<file path="config.mk">
export PLATFORM = sky130hd
export DESIGN_NAME = cfg_access_unit
export DESIGN_NICKNAME = d
export VERILOG_FILES = /design/src/rtl/cfg_access_unit.sv
export SDC_FILE = /design/constraint.sdc
export NUM_CORES = 1
export LEC_CHECK = 0
export BUFFER_PORTS_ARGS = -buffer_cell sky130_fd_sc_hd__buf_2
export CAP_MARGIN = 0
export CELL_PAD_IN_SITES_DETAIL_PLACEMENT = 2
export CELL_PAD_IN_SITES_GLOBAL_PLACEMENT = 2
export CORE_ASPECT_RATIO = 0.6
export CORE_MARGIN = 1.5
export CORE_UTILIZATION = 25
export CTS_CLUSTER_DIAMETER = 60
export DETAILED_ROUTE_END_ITERATION = 8
export GPL_ROUTABILITY_DRIVEN = 0
export GPL_TIMING_DRIVEN = 0
export HOLD_SLACK_MARGIN = 0.1
export PLACE_DENSITY = 0.77
export SETUP_SLACK_MARGIN = 0.4
export SLEW_MARGIN = 40
export SYNTH_ARGS = -nofsm -noshare
export SYNTH_HDL_FRONTEND = slang
export SYNTH_SLANG_ARGS = --single-unit
</file>
<file path="constraint.sdc">
create_clock -name clk -period 2.1 [get_ports clk]
set_input_delay 0.21 -clock clk [delete_from_list [all_inputs] [get_ports clk]]
set_output_delay 0.21 -clock clk [all_outputs]
set_load 0.02 [all_outputs]
</file>
<file path="src/rtl/cfg_access_unit.sv">
module cfg_access_unit #(
  parameter int SEL_LSB = 16
) (
  input  logic        clk,
  input  logic        rst_n,
  input  logic        cfg_addr_we,
  input  logic [31:0] cfg_addr_wdata,
  input  logic        data_rd,
  input  logic        data_wr,
  input  logic [31:0] data_wdata,
  output logic [31:0] data_rdata,
  output logic        busy,
  output logic        done,
  output logic        bus_start,
  output logic        bus_write,
  output logic [31:0] bus_addr,
  output logic [31:0] bus_wdata,
  input  logic        bus_cmpl,
  input  logic        bus_abort,
  input  logic [31:0] bus_rdata
);
  localparam int SEL_W = 32 - SEL_LSB;

  typedef enum logic [1:0] {S_IDLE, S_ISSUE, S_WAIT, S_DONE} st_t;
  st_t state;

  logic [31:0] addr_reg, req_addr, req_wdata;
  logic        req_write;
  logic        accept;

  function automatic logic [31:0] make_addr(input logic [31:0] a);
    logic [31:0] r;
    r = '0;
    r[10:2] = a[10:2];
    for (int i = 0; i < SEL_W; i++)
      if (a[15:11] == 5'(i)) r[SEL_LSB+i] = 1'b1;
    return r;
  endfunction

  assign accept    = (state == S_IDLE) && (data_rd || data_wr);
  assign busy      = (state != S_IDLE);
  assign done      = (state == S_DONE);
  assign bus_start = (state == S_ISSUE);
  assign bus_write = req_write;
  assign bus_addr  = req_addr;
  assign bus_wdata = req_wdata;

  always_ff @(posedge clk) begin
    if (!rst_n) addr_reg <= '0;
    else if (cfg_addr_we) addr_reg <= cfg_addr_wdata;
  end

  always_ff @(posedge clk) begin
    if (!rst_n) begin
      state      <= S_IDLE;
      req_addr   <= '0;
      req_wdata  <= '0;
      req_write  <= 1'b0;
      data_rdata <= '0;
    end else begin
      case (state)
        S_IDLE: if (accept) begin
          req_write <= data_wr;
          req_wdata <= data_wdata;
          req_addr  <= make_addr(addr_reg);
          if (addr_reg[31]) state <= S_ISSUE;
          else begin
            state <= S_DONE;
            if (!data_wr) data_rdata <= '0;
          end
        end
        S_ISSUE: state <= S_WAIT;
        S_WAIT: if (bus_cmpl) begin
          state <= S_DONE;
          if (!req_write) data_rdata <= bus_abort ? '0 : bus_rdata;
        end
        default: state <= S_IDLE;
      endcase
    end
  end

  assert_start_pulse_R4: assert property (@(posedge clk) disable iff (!rst_n)
    bus_start |=> !bus_start);
  assert_onehot_sel_R2: assert property (@(posedge clk) disable iff (!rst_n)
    $onehot0(bus_addr[31:SEL_LSB]));
  assert_low_zero_R2: assert property (@(posedge clk) disable iff (!rst_n)
    bus_start |-> (bus_addr[1:0] == 2'b00 && bus_addr[SEL_LSB-1:11] == '0));
  assert_no_sel_R3: assert property (@(posedge clk) disable iff (!rst_n)
    (accept && addr_reg[15:11] >= 5'(SEL_W)) |=> (bus_addr[31:SEL_LSB] == '0));
  assert_done_pulse_R5: assert property (@(posedge clk) disable iff (!rst_n)
    done |=> !done);
  assert_abort_read_R6: assert property (@(posedge clk) disable iff (!rst_n)
    (state == S_WAIT && bus_cmpl && bus_abort && !req_write) |=> (data_rdata == '0));
  assert_write_keep_R7: assert property (@(posedge clk) disable iff (!rst_n)
    (state == S_WAIT && bus_cmpl && req_write) |=> (done && $stable(data_rdata)));
  assert_disabled_R8: assert property (@(posedge clk) disable iff (!rst_n)
    (accept && !addr_reg[31]) |=> (done && !bus_start));
  assert_busy_hold_R9: assert property (@(posedge clk) disable iff (!rst_n)
    (busy && (data_rd || data_wr)) |=> ($stable(req_addr) && $stable(req_write)));
  assert_wr_wins_R10: assert property (@(posedge clk) disable iff (!rst_n)
    (accept && data_rd && data_wr) |=> bus_write);
endmodule

</file>
==> key figures <==
Setup path
  – Worst path arrival time: between 1.5 and 2 ns
  – CP Max Fanout: 7
  – Req. time, crit path: around 2.4 ns
  – Crit. End Element: flop
  – Type of origin of the critical path: flop
  – Worst Setup EP: data_rdata[11]
  – WS Path Type: flop to flop
  – Critical Path Start: state[0]
  – Reg2reg setup slack: 0.43 ns
  – R2r startpoint: state[0]
  – R2r endpoint: data_rdata[11]
  – Register-to-Register Path Depth: 7

Pwr
  – Pwr/cell area: about 1200 nW/um^2
  – Proportion of power drawn by the clock network: a little under a quarter
  – Comb pwr share: a little over two fifths
  – Max VDD drop: about 440 uV
  – Seq pwr share: 34.7%
  – Leakage: 2.93 nW
  – Sw Share: a little under two fifths
  – Net switching power: between 2 and 3 mW
  – Int Power: 4.45 mW

Placement
  – Dpl hpwl: roughly 12 mm
  – Placed Area: 5290 um^2
  – # port buffers: roughly 180
  – Cell count after placement: roughly 860

Min path
  – Worst Hold Class: primary input to flop

Die
  – Core area: about 16000 um^2
  – Die H: 102 um
  – Initial Utilization: 25.5%
  – Rows: 36
  – Die Wd: 169 um
  – Die area: 17300 um^2
  – Top Ports: 203

Status
  – Status: completed

Clock tree
  – Clock root cell: clkbuf_16
  – CTS Buf Count: 9
  – Clock transition at path regs: around 0.080 ns
  – Worst-case clock buffer depth: 2
  – Clk Latency, worst-skew pair: 0.35 ns
  – H-tree Lvls: 3
  – Clock tree sinks: roughly 110
  – CTS tree: done

Timing
  – RSZ-0062 raised after global routing: yes
  – Final Hold Viols: 0
  – Final TNS setup: 0 ns
  – F_max: about 600 MHz
  – Worst slew pin tran: about 0.52 ns
  – Crit path time final: 1.67 ns
  – Pins Over Slew Limit: 0
  – Fin crit share: about 80%
  – Skew final: roughly 0.015 ns
  – Slew margin rel.: between 60 and 70%
  – Setup violations, final: 0

Global routing
  – Grt total ovfl: 0
  – Largest net degree at the start of global routing: 20
  – Initial antenna violation count: 0
  – Global-route wire length before repair: approximately 23 mm
  – GRT Util Overall: between 10% and 20%
  – Vias in the first global route: approximately 4500

Routing
  – Post-DRT Antenna Nets: 0
  – Vias per cell: 4.47
  – Routed length per instance: 16.9 um
  – Vias: slightly above 4000
  – Final wirelength: 15.5 mm
  – Top layer reached by signal wires: met4
  – Initial DRC count: roughly 120
  – Residual DRC: 0
  – M1 wire length: around 7 mm
  – Met3 Wirelength: between 500 and 600 um
  – Routed wl met2: roughly 8 mm
  – Drt pass-1 iters: 4

Logic synthesis
  – Syn. warnings: 0
  – Number of synthesized flops with an enable pin: 0
  – Yosys cell types: 33
  – Seq/Total Area, Yosys: between 50% and 60%
  – Mapped cell area: between 4000 and 5000 um^2
  – Post-synth top area share: between 50% and 60%
  – Mapped Avg Cell Area: roughly 8.8 um^2
  – Seq cells post-synth: 107
  – Top cells by area, synth: dfxtp_1 (52%), nand2_1 (13%), mux2i_1 (11%)
  – Cell taking the most area after synthesis: dfxtp_1
  – Syn Inst Count: approximately 470
  – Ys flop type: dfxtp_1
  – Ys async rst share: 0%

Finish
  – Area growth syn-to-layout: 48.8%
  – Post-layout util: between 30% and 40%
  – Antenna Cells: 0
  – Fin cells: around 920
  – Design Area, Final: between 6000 and 7000 um^2
  – Nets: a little over 800
  – Share of cells above drive strength 1: around a third

Run
  – Maxcap violations: 0
==> metal layers <==
metal | GRT usage (%) | vias to the layer above
met5 | 0 | -
met2 | 32.0 | 89
met1 | 21.4 | 2002
li1 | - | 1992
met4 | 3.78 | 0
met3 | 3.52 | 11
==> synth_stat cells (2+ instances only) <==
master,number
ha_1,5
mux2i_1,47
clkbuf_1,10
nand3b_1,2
nor2_1,16
nand4b_1,3
a21oi_1,42
nor2b_1,2
buf_1,3
nand2_1,148
o21a_1,3
o21ai_1,4
o21ai_0,15
nand3_1,17
buf_8,3
buf_4,9
buf_2,14
dfxtp_1,107
inv_1,4
==> how the worst min path moves through the flow <==
stage                       start  depth (start not counted)  slack, ns             to
2_1_floorplan      data_wdata[10]                          2       0.35  bus_wdata[10]
3_3_place_gp          addr_reg[2]                          2       0.44    bus_addr[2]
3_5_place_dp         bus_addr[10]                          2       0.45   bus_addr[10]
4_1_cts            data_wdata[11]                          3       0.10  bus_wdata[11]
5_1_grt        cfg_addr_wdata[15]                          3       0.11   addr_reg[15]
6_report        cfg_addr_wdata[6]                          3       0.11    addr_reg[6]
==> power groups by stage <==
stage	sequential, mW	clock (mW)	combinational, mW
4_1_cts	2.44	1.74	2.63
2_1_floorplan	2.71	0	1.32
6_report	2.46	1.68	2.95
3_3_place_gp	2.45	0	2.22
5_1_grt	2.49	1.80	3.21
3_5_place_dp	2.48	0	2.33
==> worst max-delay path, stage by stage, from the launching register on <==
cell and delay (ns):
dfxtp_4 0.37, inv_6 0.08, ha_4 0.14, or3b_4 0.40
nand4_4 0.10, buf_12 0.16, buf_12 0.13, mux2i_2 0.22
==> area by class of cell <==
| cell class | instances | area, um^2 |
|---|---|---|
| fillers | 1827 | 10000 |
| flip-flops and latches | 107 | 2150 |
| multi-input cells | 323 | 1810 |
| repair buffers | 217 | 1340 |
| plain buffers | 39 | 268 |
| well taps | 209 | 262 |
| clock buffers | 10 | 229 |
| clock inverters | 6 | 61.3 |
| inverters | 5 | 26.3 |
==> stage by stage <==
step                      worst slack (ns)  power, mW  hold WS, ns
final                                0.430       7.08        0.108
after global routing                 0.374       7.50        0.111
after CTS                            0.400       6.81        0.101
after detailed placement            0.0509       4.81        0.449
after global placement               0.235       4.67        0.438
after floorplan                      0.551       4.03        0.346
==> cells by family (layout without fill, tap and decap cells) <==
family | after synthesis | in the layout | share of synthesized area (%)
compound gates | 66 | 66 | 8.34
fa+ha+maj | 5 | 5 | 1.52
buf+inv | 44 | 277 | 6.07
flops | 107 | 107 | 51.9
mux | 48 | 48 | 11.7
other cells | 1 | 7 | 0.0909
simple gates | 197 | 197 | 20.4
==> cells in the final DEF, fill, tap and decap left out, drive strengths merged <==
cell type,instances
or3,1
nand2,148
clkbuf,26
o21a,3
a21oi,42
mux2,1
conb,7
nor2,16
nand2b,1
a2111oi,1
nand4bb,1
clkinvlp,1
or2,1
nand4,2
clkinv,3
mux2i,47
ha,5
or3b,1
dfxtp,107
dlygate4sd3,32
nand4b,3
nor3b,1
a22oi,1
o21ai,19
nand3b,2
nor2b,2
inv,7
buf,208
nand3,17
and3b,1
==> timing repair <==
action / CTS / global route
setup endpoints to repair: 89 / 55
hold endpoints to repair: 32 / 0
buffers inserted: 2 / 4
resized for setup: 23 / 17
pin swaps: 2 / 3
cloned: 1 / 2
hold buffers: 32 / 0
(Power assumes the default switching activity.)
